$ cat config.mk
export PLATFORM = sky130hd
export DESIGN_NAME = sfr_front
export DESIGN_NICKNAME = d
export VERILOG_FILES = /design/src/rtl/sfr_pkg.sv /design/src/rtl/sfr_addr_resolve.sv /design/src/rtl/sfr_status.sv /design/src/rtl/sfr_front.sv
export SDC_FILE = /design/constraint.sdc
export NUM_CORES = 1
export LEC_CHECK = 0
export BUFFER_PORTS_ARGS = -buffer_cell sky130_fd_sc_hd__buf_2
export CORE_MARGIN = 8
export CORE_UTILIZATION = 25
export DETAILED_ROUTE_END_ITERATION = 6
export PLACE_DENSITY_LB_ADDON = 0.08
export SYNTH_ARGS = -nofsm -noshare
export SYNTH_HDL_FRONTEND = slang
export SYNTH_HIERARCHICAL = 1
export SYNTH_SLANG_ARGS = --single-unit
export TNS_END_PERCENT = 10
$ cat constraint.sdc
create_clock -name clk -period 8.05 [get_ports clk]
set_clock_uncertainty 0.1 [all_clocks]
set_input_delay 0.805 -clock clk [delete_from_list [all_inputs] [get_ports clk]]
set_output_delay 0.805 -clock clk [all_outputs]
set_load 0.01 [all_outputs]
$ cat src/rtl/sfr_pkg.sv
// Shared constants and types for the special register front end.
// Assumes an 8-bit data path in which the address width equals the data width.
package sfr_pkg;
    localparam int unsigned DATA_W = 8;
    localparam int unsigned ADDR_W = DATA_W;
    localparam int unsigned ARITH_W = 4;

    localparam logic [ADDR_W-1:0] A_WIN0   = 8'h00;
    localparam logic [ADDR_W-1:0] A_PTR0   = 8'h01;
    localparam logic [ADDR_W-1:0] A_WIN1   = 8'h02;
    localparam logic [ADDR_W-1:0] A_PTR1   = 8'h03;
    localparam logic [ADDR_W-1:0] A_ACC    = 8'h05;
    localparam logic [ADDR_W-1:0] A_STATUS = 8'h0A;

    localparam int unsigned B_SLEEP  = 4;
    localparam int unsigned B_EXPIRE = 5;

    typedef enum logic [2:0] {
        TGT_RAM,
        TGT_PTR0,
        TGT_PTR1,
        TGT_ACC,
        TGT_STATUS,
        TGT_NULL
    } target_e;
endpackage

$ cat src/rtl/sfr_addr_resolve.sv
// Resolves one core address to an effective address and a target class.
// A window address is replaced by its pointer; an effective address that
// lands back on a window is classified as a null access.
module sfr_addr_resolve
    import sfr_pkg::*;
(
    input  logic [ADDR_W-1:0] addr,
    input  logic [ADDR_W-1:0] ptr0,
    input  logic [ADDR_W-1:0] ptr1,
    output logic [ADDR_W-1:0] eff_addr,
    output target_e           target
);
    // Substitute the pointer for a window address.
    always_comb begin
        if (addr == A_WIN0)      eff_addr = ptr0;
        else if (addr == A_WIN1) eff_addr = ptr1;
        else                     eff_addr = addr;
    end

    // Classify the effective address.
    always_comb begin
        case (eff_addr)
            A_WIN0, A_WIN1: target = TGT_NULL;
            A_PTR0:         target = TGT_PTR0;
            A_PTR1:         target = TGT_PTR1;
            A_ACC:          target = TGT_ACC;
            A_STATUS:       target = TGT_STATUS;
            default:        target = TGT_RAM;
        endcase
    end
endmodule

$ cat src/rtl/sfr_status.sv
// Status register: arithmetic flags in bits 3:0, sleep flag in bit 4 and
// expiry flag in bit 5. Bits 7:6 are zero. A data write wins over an ALU
// update. The power flags follow only the side-band events.
module sfr_status
    import sfr_pkg::*;
(
    input  logic               clk,
    input  logic               rst_n,
    input  logic               data_we,
    input  logic [ARITH_W-1:0] data_flags,
    input  logic               alu_we,
    input  logic [ARITH_W-1:0] alu_flags,
    input  logic               power_on,
    input  logic               wdog_clear,
    input  logic               halt_enter,
    input  logic               wdog_expire,
    output logic [DATA_W-1:0]  status
);
    logic [ARITH_W-1:0] arith_q;
    logic               sleep_q;
    logic               expire_q;

    // Arithmetic flags: a data write has priority over an ALU update.
    always_ff @(posedge clk) begin
        if (!rst_n)       arith_q <= '0;
        else if (data_we) arith_q <= data_flags;
        else if (alu_we)  arith_q <= alu_flags;
    end

    // Power flags: prioritised side-band events only.
    always_ff @(posedge clk) begin
        if (!rst_n) begin
            sleep_q  <= 1'b0;
            expire_q <= 1'b0;
        end else if (power_on || wdog_clear) begin
            sleep_q  <= 1'b0;
            expire_q <= 1'b0;
        end else if (halt_enter) begin
            sleep_q  <= 1'b1;
            expire_q <= 1'b0;
        end else if (wdog_expire) begin
            expire_q <= 1'b1;
        end
    end

    // Pack the register image.
    always_comb begin
        status = '0;
        status[ARITH_W-1:0] = arith_q;
        status[B_SLEEP]     = sleep_q;
        status[B_EXPIRE]    = expire_q;
    end

    AST_DATA_WRITE_WINS: assert property (@(posedge clk) disable iff (!rst_n)
        data_we |=> status[ARITH_W-1:0] == $past(data_flags));
    AST_POWER_FLAGS_HOLD: assert property (@(posedge clk) disable iff (!rst_n)
        !(power_on || wdog_clear || halt_enter || wdog_expire)
        |=> $stable(status[B_EXPIRE:B_SLEEP]));
    AST_HALT_SETS_SLEEP: assert property (@(posedge clk) disable iff (!rst_n)
        (halt_enter && !power_on && !wdog_clear)
        |=> (status[B_SLEEP] && !status[B_EXPIRE]));
    AST_POWER_ON_CLEARS: assert property (@(posedge clk) disable iff (!rst_n)
        power_on |=> status[B_EXPIRE:B_SLEEP] == 2'b00);
endmodule

$ cat src/rtl/sfr_front.sv
// Data-memory front end: decodes one read and one write access per cycle,
// forwards the two window addresses through their pointers, holds the
// accumulator and pointers, and passes all other addresses to the RAM port.
// Assumes the RAM array has a combinational read and a clocked write.
module sfr_front
    import sfr_pkg::*;
(
    input  logic                clk,
    input  logic                rst_n,
    input  logic                rd_en,
    input  logic [ADDR_W-1:0]   rd_addr,
    output logic [DATA_W-1:0]   rd_data,
    input  logic                wr_en,
    input  logic [ADDR_W-1:0]   wr_addr,
    input  logic [DATA_W-1:0]   wr_data,
    output logic [ADDR_W-1:0]   ram_rd_addr,
    input  logic [DATA_W-1:0]   ram_rd_data,
    output logic                ram_wr_en,
    output logic [ADDR_W-1:0]   ram_wr_addr,
    output logic [DATA_W-1:0]   ram_wr_data,
    input  logic                alu_flag_we,
    input  logic [ARITH_W-1:0]  alu_flags,
    input  logic                power_on,
    input  logic                wdog_clear,
    input  logic                halt_enter,
    input  logic                wdog_expire,
    output logic [DATA_W-1:0]   acc_value,
    output logic [DATA_W-1:0]   status_value
);
    localparam int unsigned N_PORTS = 2;
    localparam int unsigned P_RD = 0;
    localparam int unsigned P_WR = 1;

    logic [DATA_W-1:0] acc_q, ptr0_q, ptr1_q;
    logic [ADDR_W-1:0] port_addr [N_PORTS];
    logic [ADDR_W-1:0] port_eff  [N_PORTS];
    target_e           port_tgt  [N_PORTS];
    logic              wr_ptr0, wr_ptr1, wr_acc, wr_status;

    assign port_addr[P_RD] = rd_addr;
    assign port_addr[P_WR] = wr_addr;

    // One resolver per access port.
    for (genvar p = 0; p < N_PORTS; p++) begin : g_res
        sfr_addr_resolve u_res (
            .addr     (port_addr[p]),
            .ptr0     (ptr0_q),
            .ptr1     (ptr1_q),
            .eff_addr (port_eff[p]),
            .target   (port_tgt[p])
        );
    end

    // Write strobes per internal target.
    always_comb begin
        wr_ptr0   = wr_en && (port_tgt[P_WR] == TGT_PTR0);
        wr_ptr1   = wr_en && (port_tgt[P_WR] == TGT_PTR1);
        wr_acc    = wr_en && (port_tgt[P_WR] == TGT_ACC);
        wr_status = wr_en && (port_tgt[P_WR] == TGT_STATUS);
    end

    // Pointer and accumulator storage.
    always_ff @(posedge clk) begin
        if (!rst_n) begin
            ptr0_q <= '0;
            ptr1_q <= '0;
            acc_q  <= '0;
        end else begin
            if (wr_ptr0) ptr0_q <= wr_data;
            if (wr_ptr1) ptr1_q <= wr_data;
            if (wr_acc)  acc_q  <= wr_data;
        end
    end

    sfr_status u_status (
        .clk         (clk),
        .rst_n       (rst_n),
        .data_we     (wr_status),
        .data_flags  (wr_data[ARITH_W-1:0]),
        .alu_we      (alu_flag_we),
        .alu_flags   (alu_flags),
        .power_on    (power_on),
        .wdog_clear  (wdog_clear),
        .halt_enter  (halt_enter),
        .wdog_expire (wdog_expire),
        .status      (status_value)
    );

    // RAM port driving.
    always_comb begin
        ram_rd_addr = port_eff[P_RD];
        ram_wr_addr = port_eff[P_WR];
        ram_wr_data = wr_data;
        ram_wr_en   = wr_en && (port_tgt[P_WR] == TGT_RAM);
    end

    // Read data selection.
    always_comb begin
        rd_data = '0;
        if (rd_en) begin
            case (port_tgt[P_RD])
                TGT_PTR0:   rd_data = ptr0_q;
                TGT_PTR1:   rd_data = ptr1_q;
                TGT_ACC:    rd_data = acc_q;
                TGT_STATUS: rd_data = status_value;
                TGT_RAM:    rd_data = ram_rd_data;
                default:    rd_data = '0;
            endcase
        end
    end

    assign acc_value = acc_q;

    AST_NULL_READ_ZERO: assert property (@(posedge clk) disable iff (!rst_n)
        (rd_en && rd_addr == A_WIN0 && (ptr0_q == A_WIN0 || ptr0_q == A_WIN1))
        |-> rd_data == '0);
    AST_NULL_NO_RAM_WRITE: assert property (@(posedge clk) disable iff (!rst_n)
        (wr_en && wr_addr == A_WIN1 && (ptr1_q == A_WIN0 || ptr1_q == A_WIN1))
        |-> !ram_wr_en);
    AST_PTR0_LOADS: assert property (@(posedge clk) disable iff (!rst_n)
        (wr_en && wr_addr == A_PTR0) |=> ptr0_q == $past(wr_data));
    AST_RAM_IDLE: assert property (@(posedge clk) disable iff (!rst_n)
        !wr_en |-> !ram_wr_en);
endmodule

== After elaboration in Yosys (flattened, before gate mapping) ==
Cells that the tools add are included.
Word-level totals
  output and inout bits: 49
  input port bits: 45
  flip-flop bits (word level): 30
  word-level logic and storage cells: 54
Operators by class
  multiplexer cells: 10
  eq/ne operators: 20
  reductions and logical operators: 17
  bitwise operators: 1
Operators by type and width (count)
  == test 8 x 2 -> 1 bit, second input constant: 6
  2-to-1 mux 8 bit: 5
  one-hot mux 8 bit (5 select lines): 1
  logical NOT 8 bit: 4
  one-hot mux 3 bit (5 select lines): 2
  == test 8 x 1 -> 1 bit, second input constant: 2
  == test 8 x 3 -> 1 bit, second input constant: 2
  == test 8 x 4 -> 1 bit, second input constant: 2
  == test 3 x 2 -> 1 bit, second input constant: 4
  2-to-1 mux 4 bit: 2
  == test 3 x 1 -> 1 bit, second input constant: 2
  == test 3 bit, second input constant: 2
  logical NOT 3 bit: 2
  OR reduction 2 bit: 3
  logical AND 1 bit: 5
  OR reduction 3 bit: 1
  nonzero test 2 bit: 1
  logical OR 1 bit: 1
  inverter 1 bit: 1

== Depth between registers and ports, before layout ==
Gate-level depths: netlist of run 1.
  word-level depth: 9
  depth in mapped cells: 10
  depth with buffers taken out: 9

== Hierarchy ==
The synthesis of run 1 kept the hierarchy.
By module, submodules not included
  sfr_front: cells each 142, area an instance 1348.8 µm², times used 1, seq. area each 480.5 µm²
  sfr_addr_resolve: cells each 48, area an instance 339.1 µm², times used 2, seq. area each 0.0 µm²
  sfr_status: cells each 27, area an instance 292.8 µm², times used 1, seq. area each 120.1 µm²

== Worst setup path after synthesis of run 1 ==
Ideal clock, no wire load.
  kind: input-to-output
  start: input rd_addr[5]
  end: output rd_data[0]
  arrival: 3.071 ns
  required time: 7.145 ns
  cell stages on the path: 9
  path buffers: 1
  path slack: 4.074 ns
  cell sequence: nor4_4 nand2_1 o32a_1 or4_4 nor3_2 and3b_1 buf_2 a22oi_1 a21oi_1
RTL lines
  start, declared: RTL line sfr_front.sv:11  | input logic [ADDR_W-1:0] rd_addr,
  end, declared: RTL line sfr_front.sv:12  | output logic [DATA_W-1:0] rd_data,

==> metrics.yaml, run 1 <==
layout_min_cycle_time_ns: 4.55
cts_setup_buffers: 0
p_switching_uw: 101
path_buf_inv: 2
final_cell_mix: "buf_2 (91), dfxtp_1 (30), nand2_1 (24)"
clockBufferDepth: 2
clockPowerShare_pct: 46.9
viasPerCell: 4.99
powerDensity_nw_per_um2: 142
setup_ws_ns: 3.50
grt-busiest-layer: "met2"
firstDrtPassIters: 4
yosysWarnings: 6
ff_latch_area_um2: 601
post_drt_wl_per_cell_um: 18.6
antenna_found_initial: 0
synth.distinct_cells: 44
slowest_stage: "or4_4"
ys_seq_area_share_pct: 25.9
ys.flop_type: "dfxtp_1"
crit_fanout: 8
drive_gt1_share_pct: 35.9
cts_tree: "yes"
synthToLayoutAreaGrowth_pct: 25.5
hold_path.class: "flip-flop to flip-flop"
core-area_um2: 9110
place_area_um2: 2770
cts_root_buffer: "clkbuf_8"
final_area_um2: 2910
tightestPinTransition_ns: 1.12
netlist_instances: 265
nNetsFinal: 387
seqPwrFrac_pct: 36.7
grt_use_met1_pct: 18.2
cts_resized: 0
p_int_uw: 312
p_sw_share_pct: 24.4
required_ns: 7.14
pre_cts_slack_ns: 3.47
start_util_pct: 25.5
cts_hold_buf: 0
finalSetupViolations: 0
rsz0062_at_grt: "false"
post_synth.cell_area_avg_um2: 8.75
die_h_um: 112
grtUsageMet2_pct: 21.0
met3_usage_pct: 3.70
combinationalPowerShare_pct: 16.4
fillers: 1022
cts_buffers: 5
multi_input_area_um2: 1530
gr-total-overflow: 0
dp_hpwl_mm: 6.60
path_cells: "buf_2 -> nor3_2 -> nand2_1 -> o32a_1 -> or4_4 -> nor3_2 -> nor2b_1 -> a32oi_1 -> a21oi_1 -> buf_2"
track_usage_pct: 13.5
grt_max_degree: 31
peakVddDrop_uv: 63.2
hold_violations: 0
ys_ff_latch: 30
htree_levels: 2
antenna_left: 0
rows: 35
status: "finished, final reports clean"
fmax_ghz: 0.220
drc: 0
vias: 2264
cap_violations: 0
async_flop_share_pct: 0
cts.sinks: 30
p_leak_nw: 1.18
cp_top_family: "simple AND/OR/NAND/NOR gates"
port_buffers: 91
insertedDiodeCount: 0
final_common_cell: "buf_2"
synth_edf_count: 0
clkLatencyLatePin_ns: 0.28
clk_pin_slew_ns: 0.07
slew_headroom_pct: 24.5
fin_setup_tns_ns: 0
slowest_delay_ns: 0.53
finalCritPeriodShare_pct: 56.5
syn_area_um2: 2320
grt_pass1_wl_mm: 13.4
crit_arrival_ns: 3.64
crit_path_end_kind: "primary output"
drt_wl_total_mm: 8.46
finalMaxSlewViolations: 0
die_w_um: 112
ioPinCount: 94
die_area_um2: 12600
worst-setup-path-type: "primary input to primary output"
grt_pass1_vias: 2352
startpoint_type: "primary input"
gp_congestion: 0.782
initialDrtViolationCount: 140
-- power groups by stage --
| stage | registers (mW) | clock network, mW | logic, mW |
|---|---|---|---|
| after floorplan | 0.155 | 0 | 0.0365 |
| after global placement | 0.155 | 0 | 0.0688 |
| after detailed placement | 0.155 | 0 | 0.0687 |
| after CTS | 0.151 | 0.198 | 0.0690 |
| after global routing | 0.152 | 0.206 | 0.0744 |
| final | 0.151 | 0.194 | 0.0678 |
-- area by class of cell --
cell class              count  share of cell area (%)
clock buffers               6                    2.84
clock inverters             2                    2.06
inverters                  11                    1.42
multi-input cells         203                    52.6
flip-flops and latches     30                    20.6
well taps                 111                    4.77
repair buffers             91                    15.6
-- Yosys cell counts, types with 3 or more instances --
library cell / number / area (um2)
dfxtp_1: 30 / 601
nand2_1: 24 / 90.1
mux2i_1: 22 / 220
nor2b_1: 17 / 106
nor2_1: 16 / 60.1
buf_4: 12 / 90.1
mux2_2: 12 / 135
inv_1: 11 / 41.3
a21oi_1: 10 / 50.1
a22oi_1: 8 / 60.1
a32oi_1: 8 / 70.1
a21boi_0: 7 / 52.6
a2111oi_0: 6 / 52.6
a21o_1: 6 / 45.0
nand2b_1: 6 / 37.5
nor3_1: 5 / 25.0
a211oi_1: 4 / 30.0
a31oi_1: 4 / 25.0
clkbuf_1: 4 / 15.0
mux2_1: 4 / 45.0
nor3_2: 4 / 40.0
o211a_1: 4 / 40.0
or4_1: 4 / 30.0
buf_2: 3 / 15.0
buf_6: 3 / 33.8
nor4b_1: 3 / 26.3
-- path summary, 6_finish.rpt --
path / startpoint / to / slack [ns] / cells after the start
worst max-delay path: rd_addr[0] / rd_data[3] / 3.50 / 10
worst min-delay path: acc_value[3]$_SDFFE_PN0P_ / acc_value[3]$_SDFFE_PN0P_ / 0.39 / 2
worst max register to register: ptr0_q[6]$_SDFFE_PN0P_ / u_status/arith_q[2]$_SDFFE_PN0P_ / 5.00 / 8
worst min register to register: acc_value[3]$_SDFFE_PN0P_ / acc_value[3]$_SDFFE_PN0P_ / 0.39 / 2
-- per-layer routing --
metal / vias to the layer above / wire length [um]
li1: 1139 / -
met1: 1047 / 4030
met2: 73 / 3820
met3: 5 / 560
met4: 0 / 44
met5: - / 0
-- cell families (layout without fill, tap and decap cells) --
family          after synthesis  count (layout)  share of synthesized area, %
simple gates                 93              93                          25.0
buf+inv                      33             110                          8.41
flops                        30              30                          25.9
xor+xnor                      2               2                         0.755
other cells                   1               2                         0.162
compound gates               68              68                          22.5
mux                          38              38                          17.3
-- registers in the layout, indices dropped and copies added, names as in the netlist --
signal	flops
ptr0_q	8
ptr1_q	8
u_status/sleep_q	1
u_status/expire_q	1
acc_value	8
u_status/arith_q	4
-- worst min-delay path, delay by kind of cell (launching register included) --
kind               cells  cell delay [ns]
DFF                    1             0.33
and+or+nand+nor        1             0.06
AOI/OAI and AO/OA      1             0.05
-- metrics by stage --
step           instances  hold WS (ns)  utilization (%)  total power [mW]
2_1_floorplan        266         0.375                -             0.192
3_3_place_gp         446         0.369             30.4             0.224
3_5_place_dp         446         0.382             30.4             0.224
4_1_cts              454         0.392             32.0             0.419
5_1_grt              454         0.418             32.0             0.432
6_report             454         0.388             32.0             0.413
Power figures use the tool's default switching activity.
==> run 2: changes to the inputs <==
==> constraint.sdc (replaced) <==
create_clock -name clk -period 3.78 [get_ports clk]
set_clock_uncertainty 0.1 [all_clocks]
set_input_delay 0.378 -clock clk [delete_from_list [all_inputs] [get_ports clk]]
set_output_delay 0.378 -clock clk [all_outputs]
set_load 0.01 [all_outputs]
==> run 2 against run 1 <==
Effect of this change:
- final cell count grew 3.1%
- non-clock buffer count grew 14
- register-to-register slack lost 4.0 ns
- die area unchanged
- clock power increased by 110%
- critical endpoint is now rd_data[4]
- highest routed layer unchanged
==> metrics.yaml, run 2 (synthesis results as in run 1) <==
vias: 2298
finalMaxSlewViolations: 0
peakVddDrop_uv: 195
clk_pin_slew_ns: 0.07
status: "finished, final reports clean"
cap_violations: 0
dp_hpwl_mm: 6.96
grt_pass1_wl_mm: 13.5
tightestPinTransition_ns: 0.649
cts_root_buffer: "clkbuf_8"
p_leak_nw: 1.26
crit_path_end_kind: "primary output"
powerDensity_nw_per_um2: 292
clockBufferDepth: 2
antenna_left: 0
drive_gt1_share_pct: 38.7
fillers: 993
core-area_um2: 9110
initialDrtViolationCount: 92
start_util_pct: 25.5
worst-setup-path-type: "primary input to primary output"
crit_arrival_ns: 3.03
port_buffers: 91
die_area_um2: 12600
layout_min_cycle_time_ns: 3.51
cts_hold_buf: 0
final_common_cell: "buf_2"
drt_wl_total_mm: 8.91
cts_buffers: 5
finalSetupViolations: 0
crit_fanout: 8
fin_setup_tns_ns: 0
hold_violations: 0
viasPerCell: 4.91
rsz0062_at_grt: "false"
gr-total-overflow: 0
slew_headroom_pct: 55.6
drc: 0
finalCritPeriodShare_pct: 92.9
whs_ns: 0.169
htree_levels: 2
final_cell_mix: "buf_2 (91), dfxtp_1 (30), nand2_1 (24)"
rows: 35
post_drt_wl_per_cell_um: 19.0
fmax_ghz: 0.285
clkLatencyLatePin_ns: 0.28
gp_congestion: 0.792
die_h_um: 112
cts.sinks: 30
insertedDiodeCount: 0
cts_tree: "yes"
firstDrtPassIters: 4
nNetsFinal: 401
grt_max_degree: 31
die_w_um: 112
hold_path.class: "primary input to flip-flop"
track_usage_pct: 13.7
grt_pass1_vias: 2351
required_ns: 3.30
synthToLayoutAreaGrowth_pct: 31.0
startpoint_type: "primary input"
antenna_found_initial: 0
ioPinCount: 94
run 2: changes by cell type in the layout (fill, tap and decap cells not counted), sizes merged:
cell	delta
buf	+14
run 2: worst paths after layout:
path	startpoint	endpoint	slack, ns	depth (start not counted)
setup / recovery	rd_addr[5]	rd_data[4]	0.27	10
hold / removal	wdog_clear	u_status/expire_q$_SDFFE_PP0P_	0.17	2
setup reg to reg	ptr0_q[3]$_SDFFE_PN0P_	ptr1_q[5]$_SDFFE_PN0P_	1.01	6
hold reg to reg	acc_value[3]$_SDFFE_PN0P_	acc_value[3]$_SDFFE_PN0P_	0.38	2
run 2: repair_timing:
item / CTS / global route
gates resized for setup: 0 / 2
endpoints found under the hold margin: 0 / 0
endpoints found under the setup margin: 0 / 8
buffers inserted: 0 / 1
run 2: metal layers:
metal  global-route usage [%]  wire, um
met1                     18.4      4470
met4                     2.70        46
met3                     3.44       445
met2                     21.6      3940
met5                        0         0
run 2: where the power goes:
part	internal (mW)	leakage, nW	switching, mW
Combinational	0.0661	0.941	0.0834
Sequential	0.320	0.243	0.00285
Clock	0.281	0.0714	0.134
run 2: final cells by class:
type | count | area, um2 | share of cell area, %
multi-input combinational | 203 | 1540 | 50.7
clock inverter | 2 | 60.1 | 1.98
timing repair buffer | 105 | 573 | 18.9
inverter | 11 | 41.3 | 1.36
sequential | 30 | 601 | 19.8
clock buffer | 6 | 82.6 | 2.72
tap | 111 | 139 | 4.57
run 2: through the flow:
step                      instances  utilization, %  cell area (um2)  setup WS [ns]  power (mW)
after floorplan                 266               -             2320          0.658       0.408
after global placement          459            31.5             2870          0.130       0.479
after detailed placement        459            31.5             2870         0.0567       0.479
after CTS                       467            33.0             3010         0.0591       0.895
after global routing            468            33.4             3040         0.0996       0.920
final                           468            33.4             3040          0.269       0.887
run 2: worst max-delay path, stage by stage:
cell	delay, ns
buf_2	0.13
nor4_4	0.32
nand2_1	0.11
o32a_1	0.36
or4_4	0.55
nor3_2	0.36
and3b_2	0.37
a22oi_1	0.12
a21oi_1	0.16
buf_2	0.16
==> run 3: changes to the inputs <==
--- a/config.mk
+++ b/config.mk
@@ -5,10 +5,10 @@
 export SDC_FILE = /design/constraint.sdc
 export NUM_CORES = 1
 export LEC_CHECK = 0
-export BUFFER_PORTS_ARGS = -buffer_cell sky130_fd_sc_hd__buf_2
 export CORE_MARGIN = 8
-export CORE_UTILIZATION = 25
+export CORE_UTILIZATION = 54
 export DETAILED_ROUTE_END_ITERATION = 6
+export DONT_BUFFER_PORTS = 1
 export PLACE_DENSITY_LB_ADDON = 0.08
 export SYNTH_ARGS = -nofsm -noshare
 export SYNTH_HDL_FRONTEND = slang
==> run 3 against run 2 <==
Effect of this change:
- non-clock buffer count fell by 100
- largest cell class unchanged
- critical endpoint is now rd_data[3]
- register-to-register slack about the same
- global-route usage grew 6.7 points
- die area down 47%
- sequential power about the same
- critical path depth is 2 lower
==> metrics.yaml, run 3 (synthesis results as in run 1) <==
status: "finished, final reports clean"
htree_levels: 2
drc: 0
die_h_um: 81.5
clockBufferDepth: 2
reg2regPathDepth: 6
cp_top_family: "simple AND/OR/NAND/NOR gates"
r2r-start: "ptr0_q[3]$_SDFFE_PN0P_"
final_cell_mix: "dfxtp_1 (30), nand2_1 (24), mux2i_1 (22)"
drt_wl_total_mm: 6.81
regToRegSetupSlack_ns: 1.02
die_w_um: 81.5
finalMaxSlewViolations: 0
slowest_delay_ns: 0.58
clkLatencyLatePin_ns: 0.28
synthToLayoutAreaGrowth_pct: 1.56
hold_path_end: "u_status/expire_q$_SDFFE_PP0P_"
path_buf_inv: 0
rows: 24
start_util_pct: 54.8
place_area_um2: 2280
track_usage_pct: 20.4
powerDensity_nw_per_um2: 270
p_leak_nw: 0.792
r2r-end: "ptr0_q[4]$_SDFFE_PN0P_"
cts_resized: 0
hp-start: "wdog_clear"
nNetsFinal: 301
clk_pin_slew_ns: 0.06
hold_violations: 0
gp_congestion: 0.809
firstDrtPassIters: 4
drive_gt1_share_pct: 14.1
p_total_uw: 636
peakVddDrop_uv: 186
insertedDiodeCount: 0
core-area_um2: 4230
crit_path_end_kind: "primary output"
grt_pass1_vias: 1917
cts_tree: "yes"
slew_headroom_pct: 37.0
grt_max_degree: 31
antenna_left: 0
slowest_stage: "or4_1"
cts_root_buffer: "clkbuf_8"
crit_arrival_ns: 2.96
hold_path.class: "primary input to flip-flop"
worst-setup-path-type: "primary input to primary output"
antenna_found_initial: 0
initialDrtViolationCount: 163
ioPinCount: 94
rsz0062_at_grt: "false"
cts_hold_buf: 0
die_area_um2: 6650
cts.sinks: 30
worst-path-stages: 8
tightestPinTransition_ns: 0.943
crit_fanout: 8
startpoint_type: "primary input"
final_common_cell: "dfxtp_1"
dp_hpwl_mm: 5.19
fmax_ghz: 0.291
fin_setup_tns_ns: 0
ff_latch_area_um2: 601
finalSetupViolations: 0
gr-total-overflow: 0
layout_min_cycle_time_ns: 3.44
finalCritPeriodShare_pct: 91.0
required_ns: 3.30
placed_cells: 301
hold_depth: 1
cap_violations: 0
fillers: 393
cts_setup_buffers: 0
port_buffers: 0
final_area_um2: 2360
post_drt_wl_per_cell_um: 22.1
final_cells: 308
path_cells: "or4_1 -> a2111oi_0 -> o32a_2 -> xnor2_1 -> nor3_2 -> and3b_1 -> a22oi_1 -> a21oi_1"
cts_buffers: 5
grt_pass1_wl_mm: 10.5
vias: 1982
viasPerCell: 6.44
multi_input_area_um2: 1530
==> run 3: cell count changes in the layout (fill, tap and decap cells not counted), sizes merged <==
cell,previous run,this run
buf,105,5
bufinv,2,0
clkbuf,6,5
clkinv,0,2
==> run 3: cell type report <==
type                            count  share of cell area, %
Clock inverter                      2                  0.425
Tap cell                           52                   2.76
Clock buffer                        5                   2.92
Timing Repair Buffer                5                   1.59
Sequential cell                    30                   25.5
Inverter                           11                   1.75
Multi-Input combinational cell    203                   65.1
==> run 3: where the power goes <==
| group | switching [mW] | leakage [nW] | internal [mW] |
|---|---|---|---|
| Combinational | 0.0368 | 0.506 | 0.0345 |
| Sequential | 0.00499 | 0.243 | 0.320 |
| Clock | 0.117 | 0.0438 | 0.123 |
==> run 3: metal layers <==
metal / wire (um) / global-route usage (%) / vias up
met2: 3000 / 30.7 / 69
met3: 706 / 7.00 / 10
met4: 81 / 5.54 / 0
met1: 3020 / 27.1 / 937
li1: - / - / 966
met5: 0 / 0 / -
==> run 3: per-stage QoR <==
| step | utilization [%] | hold WS (ns) | setup WS [ns] |
|---|---|---|---|
| 3_3_place_gp | 53.8 | 0.359 | 0.356 |
| 2_1_floorplan | - | 0.354 | 0.658 |
| 6_report | 55.6 | 0.0651 | 0.341 |
| 4_1_cts | 55.6 | 0.0637 | 0.353 |
| 3_5_place_dp | 53.8 | 0.358 | 0.359 |
| 5_1_grt | 55.6 | 0.0604 | 0.128 |
==> run 3: how the worst max path moves through the flow <==
stage | from | endpoint | slack, ns
final | rd_addr[5] | rd_data[3] | 0.34
after global routing | rd_addr[5] | rd_data[3] | 0.13
after CTS | rd_addr[0] | rd_data[3] | 0.35
after detailed placement | rd_addr[5] | rd_data[7] | 0.36
after global placement | rd_addr[0] | rd_data[3] | 0.36
after floorplan | rd_addr[5] | rd_data[0] | 0.66
